**src/rtl/wdt_pkg.sv**
```systemverilog
package wdt_pkg;
  typedef enum logic [1:0] {
    ST_IDLE  = 2'b00,
    ST_POSTD = 2'b01,
    ST_ARMED = 2'b10,
    ST_ESC   = 2'b11
  } wdt_state_e;

  typedef logic [1:0] rst_kind_t;

  localparam int unsigned CLR_NEXT_BIT = 1;
  localparam int unsigned CLR_STS_BIT  = 0;
endpackage

```
**src/rtl/wdt_timebase.sv**
```systemverilog
module wdt_timebase #(
  parameter int unsigned TAP_BASE = 3,
  parameter int unsigned TAP_STEP = 2,
  parameter int unsigned SEL_W    = 2
) (
  input  logic             clk,
  input  logic             rst_n,
  input  logic [SEL_W-1:0] sel,
  output logic             timeout
);
  localparam int unsigned NUM_TAPS = 1 << SEL_W;
  localparam int unsigned CNT_W    = TAP_BASE + TAP_STEP * (NUM_TAPS - 1) + 1;

  logic [CNT_W-1:0]    cnt;
  logic [NUM_TAPS-1:0] taps;
  logic                tap_q;

  for (genvar gi = 0; gi < NUM_TAPS; gi++) begin : g_tap
    assign taps[gi] = cnt[TAP_BASE + TAP_STEP * gi];
  end

  always_ff @(posedge clk) begin
    if (!rst_n) begin
      cnt   <= '0;
      tap_q <= 1'b0;
    end else begin
      cnt   <= cnt + 1'b1;
      tap_q <= taps[sel];
    end
  end

  assign timeout = taps[sel] & ~tap_q;

  // the event never lasts two cycles
  a_r2_single_pulse: assert property (@(posedge clk) disable iff (!rst_n)
    timeout |=> !timeout);
endmodule

```
**src/rtl/wdt_escalate.sv**
```systemverilog
module wdt_escalate
  import wdt_pkg::*;
(
  input  logic      clk,
  input  logic      rst_n,
  input  logic      timeout,
  input  logic      clr_we,
  input  logic [1:0] clr_data,
  input  logic      ctl_we,
  input  rst_kind_t ctl_wdata,
  output logic      enable_next,
  output logic      irq_status,
  output rst_kind_t rst_ctl,
  output rst_kind_t rst_cause,
  output logic      rst_req
);
  logic       next_c, sts_c;
  logic       next_d, sts_d;
  logic       fire;
  wdt_state_e st_c;

  always_comb begin
    next_c = enable_next & ~(clr_we & clr_data[CLR_NEXT_BIT]);
    sts_c  = irq_status  & ~(clr_we & clr_data[CLR_STS_BIT]);
    st_c   = wdt_state_e'({next_c, sts_c});
    next_d = next_c;
    sts_d  = sts_c;
    fire   = 1'b0;
    if (timeout) begin
      unique case (st_c)
        ST_IDLE, ST_POSTD: next_d = 1'b1;
        ST_ARMED:          sts_d  = 1'b1;
        ST_ESC:            fire   = (rst_ctl != 2'b00);
        default:           ;
      endcase
    end
  end

  always_ff @(posedge clk) begin
    if (!rst_n) begin
      enable_next <= 1'b0;
      irq_status  <= 1'b0;
      rst_ctl     <= '0;
      rst_cause   <= '0;
      rst_req     <= 1'b0;
    end else begin
      enable_next <= next_d;
      irq_status  <= sts_d;
      rst_req     <= fire;
      if (fire) begin
        rst_cause <= rst_ctl;
        rst_ctl   <= '0;
      end else if (ctl_we) begin
        rst_ctl <= ctl_wdata;
      end
    end
  end

  // status can only appear from the armed state on an event
  a_r4_post_needs_arm: assert property (@(posedge clk) disable iff (!rst_n)
    $rose(irq_status) |-> ($past(enable_next) && $past(timeout)));
  // the cause is the control value from before the request
  a_r6_cause_capture: assert property (@(posedge clk) disable iff (!rst_n)
    rst_req |-> (rst_cause == $past(rst_ctl)));
  // the control field is cleared with the request
  a_r6_ctl_cleared: assert property (@(posedge clk) disable iff (!rst_n)
    rst_req |-> (rst_ctl == 2'b00));
  // one-cycle request
  a_r7_req_pulse: assert property (@(posedge clk) disable iff (!rst_n)
    rst_req |=> !rst_req);
  // flags move only on a clear or an event
  a_r8_hold: assert property (@(posedge clk) disable iff (!rst_n)
    (!timeout && !clr_we) |=> $stable({enable_next, irq_status}));
endmodule

```
**src/rtl/wdt_ctrl.sv**
```systemverilog
module wdt_ctrl
  import wdt_pkg::*;
#(
  parameter int unsigned TAP_BASE = 3,
  parameter int unsigned TAP_STEP = 2
) (
  input  logic       clk,
  input  logic       rst_n,
  input  logic [1:0] period_sel,
  input  logic       irq_en,
  input  logic       crit_en,
  input  logic       sts_clr_we,
  input  logic [1:0] sts_clr_data,
  input  logic       ctl_we,
  input  logic [1:0] ctl_wdata,
  output logic       timeout,
  output logic       enable_next,
  output logic       irq_status,
  output logic [1:0] rst_ctl,
  output logic [1:0] rst_cause,
  output logic       irq,
  output logic       rst_req
);
  wdt_timebase #(
    .TAP_BASE(TAP_BASE),
    .TAP_STEP(TAP_STEP),
    .SEL_W   (2)
  ) u_tb (
    .clk    (clk),
    .rst_n  (rst_n),
    .sel    (period_sel),
    .timeout(timeout)
  );

  wdt_escalate u_esc (
    .clk        (clk),
    .rst_n      (rst_n),
    .timeout    (timeout),
    .clr_we     (sts_clr_we),
    .clr_data   (sts_clr_data),
    .ctl_we     (ctl_we),
    .ctl_wdata  (ctl_wdata),
    .enable_next(enable_next),
    .irq_status (irq_status),
    .rst_ctl    (rst_ctl),
    .rst_cause  (rst_cause),
    .rst_req    (rst_req)
  );

  assign irq = irq_status & irq_en & crit_en;
endmodule

```
**config.mk**
```make
export PLATFORM = sky130hd
export DESIGN_NAME = wdt_ctrl
export DESIGN_NICKNAME = d
export VERILOG_FILES = /design/src/rtl/wdt_pkg.sv /design/src/rtl/wdt_timebase.sv /design/src/rtl/wdt_escalate.sv /design/src/rtl/wdt_ctrl.sv
export SDC_FILE = /design/constraint.sdc
export NUM_CORES = 1
export LEC_CHECK = 0
export ABC_AREA = 1
export BUFFER_PORTS_ARGS = -buffer_cell sky130_fd_sc_hd__buf_4
export CORE_UTILIZATION = 52
export CTS_BUF_LIST = sky130_fd_sc_hd__clkbuf_4 sky130_fd_sc_hd__clkbuf_8
export DETAILED_ROUTE_END_ITERATION = 7
export PLACE_DENSITY = 0.84
export SYNTH_ARGS = -nofsm -noshare
export SYNTH_HDL_FRONTEND = slang
export SYNTH_HIERARCHICAL = 1
export SYNTH_SLANG_ARGS = --single-unit
```
**constraint.sdc**
```tcl
create_clock -name clk -period 1.5 [get_ports clk]
set_input_delay 0.3 -clock clk [delete_from_list [all_inputs] [get_ports clk]]
set_output_delay 0.3 -clock clk [all_outputs]
set_load 0.03 [all_outputs]
```
==> impl_metrics.env <==
export IMPL_most_common_cell_after_layout_fill_and_taps_aside="sky130_fd_sc_hd__buf_4"
export IMPL_post_route_min_period_ns=1.49
export IMPL_whs_ns=0.274
export IMPL_max_cap_violations=0
export IMPL_clockRootBuffer="sky130_fd_sc_hd__clkbuf_4"
export IMPL_result_of_the_run="finished clean"
export IMPL_timing_critical_path_cells="inv_2, o211ai_1, nand2_1, nor2_4, buf_6"
export IMPL_synth_lib_cells_used_distinct=17
export IMPL_detailed_place_hpwl_um=1170
export IMPL_tns_ns=0
export IMPL_kind_of_launch_point_of_the_worst_setup_path="flip-flop"
export IMPL_critical_path_max_stage_delay_ns=0.35
export IMPL_fin_cells=146
export IMPL_timing_critical_path_required_ns=1.20
export IMPL_clockBufferDepth=2
export IMPL_initial_utilization=0.576
export IMPL_fillerInstances=99
export IMPL_path_class="reg -> out"
export IMPL_tightest_slew_ns=0.200
export IMPL_cell_leakage_power_nw=0.473
export IMPL_rsz_0062_raised_after_global_routing="yes"
export IMPL_ios=21
export IMPL_min_period_over_period=0.994
export IMPL_worst_ir_drop_vdd_mv=0.767
export IMPL_place_area_um2=940
export IMPL_avgViaCountPerCell=5.04
export IMPL_clock_slew_at_reported_path_ffs_ns=0.10
export IMPL_final_seq_area_um2=364
export IMPL_synth_net_count=117
export IMPL_htree_num_levels=1
export IMPL_core_area_mm2=0.00133
export IMPL_drc=0
export IMPL_wire_length_of_the_first_global_routing_pass_um=2300
export IMPL_setup_viol=0
export IMPL_drt_pass1_iterations=4
export IMPL_vias_in_the_first_global_route=563
export IMPL_stdcell_area_mm2=0.00101
export IMPL_synth_top_area_share=0.469
export IMPL_mostFrequentLayoutCells="sky130_fd_sc_hd__buf_4 (23), sky130_fd_sc_hd__nand2_1 (22), sky130_fd_sc_hd__nor2_1 (16)"
export IMPL_setup_worst_path_end_class="primary output"
export IMPL_tritoncts_num_buffers=3
export IMPL_holdBufCountCts=0
export IMPL_area_used_by_multi_input_combinational_logic_um2=365
export IMPL_final_hold_viol_count=0
export IMPL_grt_ovfl_total=0
export IMPL_die_height_um=40.4
export IMPL_antenna_violating_nets_post_route=0
export IMPL_skew_ns=0.00212
export IMPL_drive_gt1_frac=0.298
export IMPL_port_buffers=20
export IMPL_clk_latency_ns=0.29
export IMPL_area_delta_synth_final_pct=31.9
export IMPL_final_net_count=145
export IMPL_detailedRoute_firstIterationViolations=20
export IMPL_die_area_mm2=0.00163
export IMPL_synth_area_leader_cell="sky130_fd_sc_hd__dfxtp_1"
export IMPL_synthesis_instances=104
export IMPL_yosys_register_bits=18
export IMPL_max_slew_margin_rel=0.866
export IMPL_final_max_slew_violation_count=0
export IMPL_hold_class="in -> reg"
export IMPL_die_width_um=40.4
export IMPL_slowest_stage="sky130_fd_sc_hd__dfxtp_2"
export IMPL_worstPathMaxFanout=2
export IMPL_tritoncts="built"
export IMPL_max_freq_mhz=670
export IMPL_drt_wirelength_per_cell_um=11.1
export IMPL_gp_congestion=0.668
export IMPL_n_antenna_cell=0
export IMPL_place_detailed_instances=138
export IMPL_floorplan_rows=13
export IMPL_syn_area_um2=768
export IMPL_antenna_found_initial=0
export IMPL_timing_critical_path_arrival_ns=1.19
export IMPL_grt_total_usage=0.225
export IMPL_worst_path_buf_inv=2
export IMPL_largest_net_degree_at_the_start_of_global_routing=16
export IMPL_yosys_warnings=6
export IMPL_totalPowerFinal_w=0.000900
export IMPL_power_density_cell_area_mw_per_mm2=888
export IMPL_synth_area_per_cell_um2=7.39
export IMPL_path_delay_family="flip-flops"
export IMPL_ys_seq_area_frac=0.469
export IMPL_vias=736
export IMPL_route_final_wire_length_um=1620
export IMPL_post_synth_main_area_contributors="sky130_fd_sc_hd__dfxtp_1 (47%), sky130_fd_sc_hd__nand2_1 (11%), sky130_fd_sc_hd__nor2_1 (8.3%)"
export IMPL_clock_sink_count=18
[cells in the mapped netlist]
cell type                  count
sky130_fd_sc_hd__inv_1        12
sky130_fd_sc_hd__nand3_1       8
sky130_fd_sc_hd__nor2_4        1
sky130_fd_sc_hd__nor2_2        3
sky130_fd_sc_hd__nand4_1       2
sky130_fd_sc_hd__buf_2         1
sky130_fd_sc_hd__nand2_2       2
sky130_fd_sc_hd__dfxtp_1      18
sky130_fd_sc_hd__nand2_1      22
sky130_fd_sc_hd__ha_1          1
sky130_fd_sc_hd__nand3b_1      1
sky130_fd_sc_hd__mux2i_1       2
sky130_fd_sc_hd__o211ai_1      1
sky130_fd_sc_hd__xnor2_1       1
sky130_fd_sc_hd__o21ai_0       3
sky130_fd_sc_hd__a21oi_1       9
sky130_fd_sc_hd__nor2_1       17
[layout make-up]
class / instances / share of cell area
sequential: 18 / 0.359
timing repair buffer: 24 / 0.181
inverter: 12 / 0.0444
tap: 15 / 0.0185
multi-input combinational: 73 / 0.360
clock buffer: 4 / 0.0358
[logic make-up (layout without fill, tap and decap cells)]
family,after synthesis,after routing,synth area share
adder cells (fa/ha/maj),1,1,0.0163
buffers and inverters,13,40,0.0651
AND/OR/NAND/NOR,56,56,0.324
multiplexers,2,2,0.0261
flip-flops,18,18,0.469
XOR/XNOR,1,1,0.0114
AO/OA/AOI/OAI,13,13,0.0879
[flip-flops by register name, summed over array words and instances (netlist names)]
register           count
u_tb/cnt              10
u_esc/rst_cause        2
u_esc/enable_next      1
u_esc/irq_status       1
u_esc/rst_req          1
u_tb/tap_q             1
u_esc/rst_ctl          2
[worst register-to-register path, stage by stage, from the launching register on]
cell                       delay [ns]
sky130_fd_sc_hd__dfxtp_2         0.35
sky130_fd_sc_hd__inv_2           0.03
sky130_fd_sc_hd__o211ai_1        0.14
sky130_fd_sc_hd__nand2_1         0.13
sky130_fd_sc_hd__nor2_4          0.11
sky130_fd_sc_hd__inv_1           0.08
sky130_fd_sc_hd__nor2_4          0.14
sky130_fd_sc_hd__nand2_2         0.08
sky130_fd_sc_hd__nand2_1         0.08
sky130_fd_sc_hd__nor2_1          0.04
[power breakdown]
group	internal (W)	total, W	leakage [nW]	switching, W
combinational	0.0000476	0.000101	0.304	0.0000538
sequential	0.000491	0.000504	0.148	0.0000126
clock	0.000148	0.000295	0.0210	0.000147
[timing repair]
item                       4_1_cts  5_1_grt
setup endpoints to repair        1        1
pin swaps                        1        1
gates resized for setup          6        0
setup buffers                    3        1
[layer usage]
metal / wire (um) / track usage / vias to the layer above / part of all wire
li1: - / - / 387 / -
met3: 83 / 0.0556 / 4 / 0.051
met2: 791 / 0.369 / 19 / 0.49
met5: 0 / 0 / - / 0
met1: 717 / 0.253 / 326 / 0.44
met4: 32 / 0.150 / 0 / 0.020
[worst paths after layout]
check                                        from                               to  slack, ns  cells past startpoint
setup / recovery           u_tb/cnt[7]$_SDFF_PN0_                          timeout      0.008                      5
hold / removal                       ctl_wdata[1]    u_esc/rst_ctl[1]$_SDFFE_PP0P_       0.27                      3
setup reg to reg           u_tb/cnt[7]$_SDFF_PN0_    u_esc/rst_ctl[0]$_SDFFE_PP0P_       0.20                      9
hold reg to reg   u_esc/rst_cause[1]$_SDFFE_PN0P_  u_esc/rst_cause[1]$_SDFFE_PN0P_       0.49                      2
[stage by stage]
stage               setup WS (ns)   util
floorplan                   0.103      -
global placement            0.173  0.705
detailed placement          0.146  0.705
CTS                      -0.00293  0.754
global route              -0.0800  0.760
finish                    0.00844  0.760
(Power assumes the default switching activity.)
